--- config.mk ---
export PLATFORM = sky130hd
export DESIGN_NAME = halt_wake_ctrl
export DESIGN_NICKNAME = d
export VERILOG_FILES = /design/src/rtl/halt_wake_pkg.sv /design/src/rtl/hw_src_qual.sv /design/src/rtl/hw_warmup.sv /design/src/rtl/halt_wake_ctrl.sv
export SDC_FILE = /design/constraint.sdc
export NUM_CORES = 1
export LEC_CHECK = 0
export BUFFER_PORTS_ARGS = -buffer_cell sky130_fd_sc_hd__clkbuf_2
export CORE_MARGIN = 5
export CORE_UTILIZATION = 46
export DETAILED_ROUTE_END_ITERATION = 10
export GPL_ROUTABILITY_DRIVEN = 1
export MAX_ROUTING_LAYER = met4
export PLACE_DENSITY = 0.84
export SLEW_MARGIN = 30
export SYNTH_ARGS = -nofsm -noshare
export SYNTH_HDL_FRONTEND = slang
export SYNTH_HIERARCHICAL = 1
export SYNTH_SLANG_ARGS = --single-unit
--- constraint.sdc ---
create_clock -name clk -period 1.9 [get_ports clk]
set_input_delay 0.57 -clock clk [delete_from_list [all_inputs] [get_ports clk]]
set_output_delay 0.57 -clock clk [all_outputs]
set_load 0.05 [all_outputs]
--- src/rtl/halt_wake_pkg.sv ---
package halt_wake_pkg;

    typedef enum logic [1:0] {
        ST_RUN    = 2'd0,
        ST_HALT   = 2'd1,
        ST_WARMUP = 2'd2
    } hw_state_e;

    localparam logic [1:0] MODE_IDLE2 = 2'd0;
    localparam logic [1:0] MODE_IDLE1 = 2'd1;

    function automatic logic mode_is_stop(input logic [1:0] m);
        return m[1];
    endfunction

endpackage

--- src/rtl/hw_src_qual.sv ---
module hw_src_qual
    import halt_wake_pkg::*;
#(
    parameter int N_IRQ       = 8,
    parameter int LVL_W       = 3,
    parameter int N_EXT_LO    = 4,
    parameter int EXT_HI_BASE = 4,
    parameter int N_EXT_HI    = 2
) (
    input  logic [1:0]             mode,
    input  logic [N_IRQ-1:0]       irq_req,
    input  logic [N_IRQ*LVL_W-1:0] irq_level,
    input  logic                   nmi,
    input  logic                   wdt_irq,
    input  logic [LVL_W-1:0]       cpu_mask,
    input  logic                   ext_hi_idle2_en,
    output logic                   any_wake,
    output logic                   any_service
);

    logic              stop;
    logic [N_IRQ-1:0]  allowed;
    logic [N_IRQ-1:0]  elig;
    logic [N_IRQ-1:0]  enab;
    logic              fixed_src;

    assign stop = mode_is_stop(mode);

    for (genvar i = 0; i < N_IRQ; i++) begin : g_line
        localparam bit IS_LO = (i < N_EXT_LO);
        localparam bit IS_HI = (i >= EXT_HI_BASE) && (i < EXT_HI_BASE + N_EXT_HI);
        assign allowed[i] = stop ? IS_LO
                          : ((mode == MODE_IDLE2) && IS_HI) ? ext_hi_idle2_en
                          : 1'b1;
        assign elig[i] = irq_req[i] & allowed[i];
        assign enab[i] = irq_level[i*LVL_W +: LVL_W] >= cpu_mask;
    end

    assign fixed_src   = nmi | (wdt_irq & ~stop);
    assign any_wake    = (|elig) | fixed_src;
    assign any_service = (|(elig & enab)) | fixed_src;

endmodule

--- src/rtl/hw_warmup.sv ---
module hw_warmup #(
    parameter int CNT_W = 16
) (
    input  logic             clk,
    input  logic             rst_n,
    input  logic             load,
    input  logic [CNT_W-1:0] load_val,
    input  logic             count_en,
    output logic             at_zero
);

    logic [CNT_W-1:0] cnt;

    always_ff @(posedge clk or negedge rst_n) begin
        if (!rst_n) begin
            cnt <= '0;
        end else if (load) begin
            cnt <= load_val;
        end else if (count_en && (cnt != '0)) begin
            cnt <= cnt - 1'b1;
        end
    end

    assign at_zero = (cnt == '0);

endmodule

--- src/rtl/halt_wake_ctrl.sv ---
module halt_wake_ctrl
    import halt_wake_pkg::*;
#(
    parameter int N_IRQ = 8,
    parameter int CNT_W = 16
) (
    input  logic                 clk,
    input  logic                 rst_n,
    input  logic                 halt_req,
    input  logic [1:0]           halt_mode,
    input  logic [N_IRQ-1:0]     irq_req,
    input  logic [N_IRQ*3-1:0]   irq_level,
    input  logic                 nmi,
    input  logic                 wdt_irq,
    input  logic [2:0]           cpu_mask,
    input  logic                 ext45_idle2_en,
    input  logic [CNT_W-1:0]     warmup_len,
    output logic                 wake,
    output logic                 wake_service,
    output logic                 halted,
    output logic                 osc_off,
    output logic                 warming
);

    hw_state_e  state, state_nx;
    logic [1:0] mode_q;
    logic       svc_q;
    logic       any_wake, any_service;
    logic       cnt_zero;
    logic       stop_q;
    logic       warm_load;

    assign stop_q    = mode_is_stop(mode_q);
    assign warm_load = (state == ST_HALT) && stop_q && any_wake;

    hw_src_qual #(
        .N_IRQ(N_IRQ), .LVL_W(3), .N_EXT_LO(4), .EXT_HI_BASE(4), .N_EXT_HI(2)
    ) u_qual (
        .mode(mode_q), .irq_req(irq_req), .irq_level(irq_level),
        .nmi(nmi), .wdt_irq(wdt_irq), .cpu_mask(cpu_mask),
        .ext_hi_idle2_en(ext45_idle2_en),
        .any_wake(any_wake), .any_service(any_service)
    );

    hw_warmup #(.CNT_W(CNT_W)) u_warm (
        .clk(clk), .rst_n(rst_n), .load(warm_load), .load_val(warmup_len),
        .count_en(state == ST_WARMUP), .at_zero(cnt_zero)
    );

    // State register
    always_ff @(posedge clk or negedge rst_n) begin
        if (!rst_n) state <= ST_RUN;
        else        state <= state_nx;
    end

    // Transitions
    always_comb begin
        state_nx = state;
        unique case (state)
            ST_RUN:    if (halt_req) state_nx = ST_HALT;
            ST_HALT:   if (any_wake) state_nx = stop_q ? ST_WARMUP : ST_RUN;
            ST_WARMUP: if (cnt_zero) state_nx = ST_RUN;
            default:   state_nx = ST_RUN;
        endcase
    end

    // Captured mode and captured service class
    always_ff @(posedge clk or negedge rst_n) begin
        if (!rst_n) begin
            mode_q <= MODE_IDLE1;
            svc_q  <= 1'b0;
        end else begin
            if ((state == ST_RUN) && halt_req) mode_q <= halt_mode;
            if (warm_load)                     svc_q  <= any_service;
        end
    end

    // Outputs
    always_ff @(posedge clk or negedge rst_n) begin
        if (!rst_n) begin
            wake         <= 1'b0;
            wake_service <= 1'b0;
        end else begin
            wake         <= 1'b0;
            wake_service <= 1'b0;
            if ((state == ST_HALT) && any_wake && !stop_q) begin
                wake         <= 1'b1;
                wake_service <= any_service;
            end else if ((state == ST_WARMUP) && cnt_zero) begin
                wake         <= 1'b1;
                wake_service <= svc_q;
            end
        end
    end

    assign halted  = (state != ST_RUN);
    assign osc_off = (state == ST_HALT) && stop_q;
    assign warming = (state == ST_WARMUP);

    p_wake_single_r10: assert property (@(posedge clk) disable iff (!rst_n)
        wake |=> !wake);

    p_service_with_wake_r5: assert property (@(posedge clk) disable iff (!rst_n)
        wake_service |-> wake);

    p_stop_no_direct_r8: assert property (@(posedge clk) disable iff (!rst_n)
        ((state == ST_HALT) && stop_q) |=> !wake);

    p_warm_hold_r8: assert property (@(posedge clk) disable iff (!rst_n)
        ((state == ST_WARMUP) && !cnt_zero) |=> ((state == ST_WARMUP) && !wake));

    p_masked_resume_r4: assert property (@(posedge clk) disable iff (!rst_n)
        ((state == ST_HALT) && !stop_q && any_wake && !any_service) |=> (wake && !wake_service));

    p_nmi_serviced_r6: assert property (@(posedge clk) disable iff (!rst_n)
        ((state == ST_HALT) && !stop_q && nmi) |=> (wake && wake_service));

endmodule

-- Word-level counts from Yosys, hierarchy flattened
Index checks and enable logic that the tools add are counted.
- bits in registers: 23
- input port bits: 59
- output and inout port bits: 5
- logic and storage cells: 61
- add/sub/neg operators: 1
- magnitude comparators: 8
- eq/ne operators: 5
- multiplexer cells: 14
- bitwise operators: 10
- reductions and logical operators: 17
- operators by type and width (cell ; number):
    $mux 16 ; 2
    $ge 3x3->1 ; 8
    $logic_not 16->1 ; 1
    $reduce_bool 16->1 ; 1
    $reduce_or 8->1 ; 2
    $sub 16x1->16 const B ; 1
    $and 8x8->8 ; 1
    $mux 2 ; 4
    $logic_and 1x1->1 ; 7
    $mux 1 ; 7
    $ne 2x2->1 const B ; 3
    $pmux 2 s3 ; 1
    $and 1x1->1 ; 5
    $logic_not 2->1 ; 2
    $reduce_bool 2->1 ; 2
    $or 1x1->1 ; 3
    $reduce_and 3->1 ; 1
    $eq 2x1->1 const B ; 1
    $eq 2x2->1 const B ; 1
    $logic_not 1->1 ; 1
    $not 1->1 ; 1

-- Depth between registers and ports, before layout
- depth after elaboration: 9
- depth in mapped cells: 10
- mapped depth without buffers: 8

-- Cells and area by module
The synthesis kept the hierarchy.
- by module, submodules not included (module ; times used ; cells each ; area each (um^2) ; seq. area each (um^2)):
    hw_warmup ; 1 ; 124 ; 1063.5 ; 400.4
    hw_src_qual ; 1 ; 74 ; 608.1 ; 0.0
    halt_wake_ctrl ; 1 ; 24 ; 324.1 ; 176.4

-- Worst setup path after synthesis
Ideal clock, no wire load.
- kind: input -> register
- start: input irq_req[0]
- end: register u_warm.cnt[12]
- setup time: 0.082 ns
- arrival: 2.265 ns
- required time: 1.818 ns
- slack: -0.447 ns
- stages: 10
- path buffers: 2
- cells stage by stage: or4_1 -> nor2_1 -> o221ai_1 -> nand4b_2 -> inv_1 -> clkbuf_1 -> inv_1 -> clkbuf_1 -> nor2_1 -> a31oi_1
- word-level cells in the longest chain between the ends: 4
- elaborated cells on any way between the ends: 5
- classes of those cells: mux (1); bitwise (1); reduce/logical (3)
- RTL lines (item ; line ; source):
    from (decl) ; halt_wake_ctrl.sv:11 ; input logic [N_IRQ-1:0] irq_req,
    $reduce_or 8->1 (*) ; hw_src_qual.sv:40 ; assign any_wake = (|elig) | fixed_src;
    $or 1x1->1 (*) ; hw_src_qual.sv:40 ;
    net any_wake ; halt_wake_ctrl.sv:28 ; logic any_wake, any_service;
    $logic_and 1x1->1 (*) ; halt_wake_ctrl.sv:34 ; assign warm_load = (state == ST_HALT) && stop_q && any_wake;
    net warm_load ; halt_wake_ctrl.sv:31 ; logic warm_load;
    $mux 16 or $reduce_bool 2->1 (tied branches) ; -- ;
    to (signal assigned) ; hw_warmup.sv:18 ; cnt <= load_val;
    to (signal assigned) ; hw_warmup.sv:20 ; cnt <= cnt - 1'b1;
    to (decl) ; hw_warmup.sv:12 ; logic [CNT_W-1:0] cnt;
Mark *: on every way through the listed nets, which the timed path passes. The rest lies on a longest branch.
A chain may end at the register's enable or synchronous reset.

-- Final worst setup path
- start: input cpu_mask[1]
- end: register svc_q
- word-level cells in the longest chain between the ends: 4
- elaborated cells on any way between the ends: 11
- classes of those cells: order compare (8); bitwise (2); reduce/logical (1)
- RTL lines (item ; line ; source):
    from (decl) ; halt_wake_ctrl.sv:15 ; input logic [2:0] cpu_mask,
    $ge 3x3->1 ; hw_src_qual.sv:36 ; assign enab[i] = irq_level[i*LVL_W +: LVL_W] >= cpu_mask;
    $and 8x8->8 (*) ; hw_src_qual.sv:41 ; assign any_service = (|(elig & enab)) | fixed_src;
    $reduce_or 8->1 (*) ; hw_src_qual.sv:41 ;
    $or 1x1->1 (*) ; hw_src_qual.sv:41 ;
    net any_service ; halt_wake_ctrl.sv:28 ;
    to (signal assigned) ; halt_wake_ctrl.sv:74 ; if (warm_load) svc_q <= any_service;
    to (decl) ; halt_wake_ctrl.sv:27 ; logic svc_q;
Marks and branches as above.

==> run summary <==
- **CTS H-tree lvls** 1
- **leading post-synthesis cells by cell area** dfrtp_1, ha_1, inv_1, o21ai_0, nor2_1
- **register area** 577 um2
- **instance count of the mapped netlist** 222
- **Clk Tree Root Cell** clkbuf_8
- **Slew @ Worst Pin** 0.564 ns
- **outcome** complete, but fails checks
- **setup slack, reg-to-reg** -0.04 ns
- **Die Span Y** 75.9 um
- **post-detailed-route count of antenna-violating nets** 0
- **Setup WS post-layout** -0.273 ns
- **violated checks** negative setup slack
- **total instance count after detailed placement** 370
- **post-route minimum period** 2.17 ns
- **max-capacitance violation count** 0
- **weighted congestion reported at the end of routability-driven placement** 0.954
- **largest fanout of any net on the critical path** 6
- **number of buffer and inverter stages on the critical path** 4
- **Data arrival, critical path** 2.32 ns
- **worst hold-check path type** input port to async pin
- **synthesized flop and latch total** 23
- **number of vias after detailed routing** 2214
- **row count** 24
- **fraction of the yosys area taken by sequential cells** 28.9%
- **Worst R2R Start** u_warm/cnt[1]
- **Routed met3 length** 356 um
- **syn_area_per_cell** 8.99 um2
- **placeable core region** 4290 um2
- **fill cell count** 299
- **pwr/cell area** 1050 nW/um2
- **wire length the detailed router placed on met1** 2470 um
- **CTS tree** done
- **Vias/cell** 5.80
- **area post-placement** 2680 um2
- **highest-count cells in the layout ignoring fill and taps** clkbuf_2, buf_4, dfrtp_1
- **number of buffers created by CTS** 3
- **Total Nets Final** 415
- **critical path class** input port to flip-flop
- **number of port buffers** 63
- **dominant delay contributor by cell family on the critical path** compound AO/OA/AOI/OAI gates
- **Initial DRT Pass Iterations** 4
- **Clock Latency Late Sink** 0.27 ns
- **number of DRC violations after detailed routing** 0
- **final instance area** 3030 um2
- **Data required, critical path** 2.05 ns
- **Antenna Cells** 0
- **drt wl/cell** 17.5 um
- **count of unique library cells instantiated by Yosys** 56
- **wire length of the first global-routing pass** 9450 um
- **largest net degree at the start of global routing** 24
- **non-filler cells, final** 382
- **clock-pin slew on the worst setup and hold paths** 0.09 ns
- **top flip-flop cell by instance count after synthesis** dfrtp_1
- **worst supply voltage drop on vdd** 870 uV
- **Final Cycle Share** 114%
- **die footprint** 5760 um2
- **share of synthesized flip-flops with an asynchronous set or reset** 100%
- **GR Overflow Total** 0
- **worst-case clock skew** 0.00943 ns
- **total routed wirelength** 6680 um
- **effective utilization at floorplan** 46.5%
- **Pleak** 0.00145 uW
- **RSZ-0062 raised after global routing** true
- **number of max-slew violations in the final report** 0
- **maximum count of clock buffers along a single path** 2
- **Relative slew margins** 62.4%
- **Worst Reg2Reg Path Length in Cells** 6
- **total length of routed met2 wires** 3600 um
- **area growth from synthesis to layout** 52.0%
- **hold buffer count at cts** 0
- **maximum single-stage delay on the critical path** 0.29 ns
- **achievable clock frequency** 460 MHz
- **synthesis warning total** 6
- **Worst Setup Start Kind** input port
- **Sink Count** 23
- **most common library cell in the layout ignoring fill and taps** clkbuf_2
- **number of global-route vias before repair** 2105
- **I/O pin cnt** 64
- **terminus of the critical flop-to-flop path** u_warm/cnt[1]
- **DRC marker count from the first detailed-route iteration** 137
- **antenna violations before repair** 0
- **cell with the largest stage delay on the worst path** mux2_4
- **width of the chip** 75.9 um
- **proportion of netlist area held by the largest area contributor** 27.6%
- **library cell with the largest summed area after synthesis** dfrtp_1
- **sequence of cells on the critical path** buf_8 > clkinvlp_4 > buf_12 > buf_6 > ha_4 > a211oi_4 > o32ai_2 > nor4_2 > o21ai_1 > mux2_4
- **global-route total usage across every layer** 22.2%
- **uppermost layer routed** met4
- **fraction of final layout cells with drive strength greater than 1** 47.6%
- **setup TNS after final layout** -0.529 ns
- **summed instance area of the synthesized netlist** 2000 um2
- **multi-input logic area** 1540 um2
- **number of flops mapped to enable cells by yosys** 0
- **post-placement worst setup slack** -0.474 ns
- **detailed-placement wirelength estimate** 4490 um
- **total power** 3190 uW
- **Final Setup Violations** 4
- **Worst setup EP type** flip-flop
- **total count of hold-check failures in the final report** 0
- **Synthesized Nets** 306
logic make-up after synthesis:
family                     after synthesis  share of synthesized area [%]
and+or+nand+nor                         83                           25.8
AOI/OAI and AO/OA                       60                           20.9
adders and majority gates               25                           15.7
buffers and inverters                   24                           4.89
DFF                                     23                           28.9
muxes                                    6                           3.45
xor gates and xnor gates                 1                          0.439
cell usage after synthesis, types with 2 or more instances:
cell	number
a211oi_1	4
clkbuf_1	4
ha_1	25
nand4b_1	3
nand4_1	3
a31oi_1	6
o21ai_0	12
nor2_1	16
nand2_1	13
o21ai_1	7
nor3_1	5
mux2i_1	2
nor4b_1	2
nor4_1	4
o31ai_1	3
o41ai_1	2
nand2b_1	8
mux2_1	3
and2_1	3
nor2b_1	3
or3_1	3
a22oi_1	2
a21o_1	5
dfrtp_1	22
a21oi_1	9
or4_1	6
nand3_1	2
inv_1	17
per-layer routing:
| metal | up-vias | track usage [%] |
|---|---|---|
| li1 | 1048 | - |
| met1 | 1044 | 24.9 |
| met2 | 92 | 40.5 |
| met3 | 30 | 2.24 |
| met4 | 0 | 7.57 |
| met5 | - | - |
power by group:
part	switching, uW	internal [uW]
Combinational	1030	951
Sequential	189	714
Clock	159	150
per-stage QoR:
step | hold slack (ns) | util [%]
2_1_floorplan | 0.274 | -
6_report | 0.274 | 70.7
3_5_place_dp | 0.527 | 62.4
3_3_place_gp | 0.500 | 62.4
5_1_grt | 0.337 | 70.7
4_1_cts | 0.305 | 66.4
sequential cells by signal, summed over array words and instances, names as in the netlist:
name          cells
mode_q            2
state             2
svc_q             1
u_warm/cnt       16
wake              1
wake_service      1
worst max path at each step:
stage	startpoint	endpoint	cells past startpoint
2_1_floorplan	irq_req[3]	u_warm/cnt[12]	10
5_1_grt	cpu_mask[1]	svc_q	10
3_5_place_dp	cpu_mask[1]	svc_q	8
4_1_cts	cpu_mask[1]	svc_q	9
6_report	cpu_mask[1]	svc_q	10
3_3_place_gp	cpu_mask[0]	svc_q	8
timing repair:
action                     in CTS  in global routing
gates cloned                    1                  0
gates resized for setup        18                 33
setup endpoints to repair      14                 18
buffers inserted                3                  4
hold endpoints to repair        0                  0
pin swaps                      10                 13
cell type report:
cell class	instances	area share, %
clock buffer	4	1.48
timing repair inverter	1	0.124
timing repair buffer	108	23.8
sequential	23	19.0
multi-input combinational	175	50.7
tap	52	2.14
inverter	19	2.72
worst register-to-register path, delay by kind of cell, from the launching register on:
| family | cells | cell delay (ns) |
|---|---|---|
| AND/OR/NAND/NOR | 1 | 0.48 |
| flip-flops | 1 | 0.41 |
| adder cells (fa/ha/maj) | 1 | 0.13 |
| AO/OA/AOI/OAI | 2 | 0.41 |
| buffers and inverters | 1 | 0.09 |
| multiplexers | 1 | 0.34 |
Note: power is estimated with default switching activity, not from simulation.
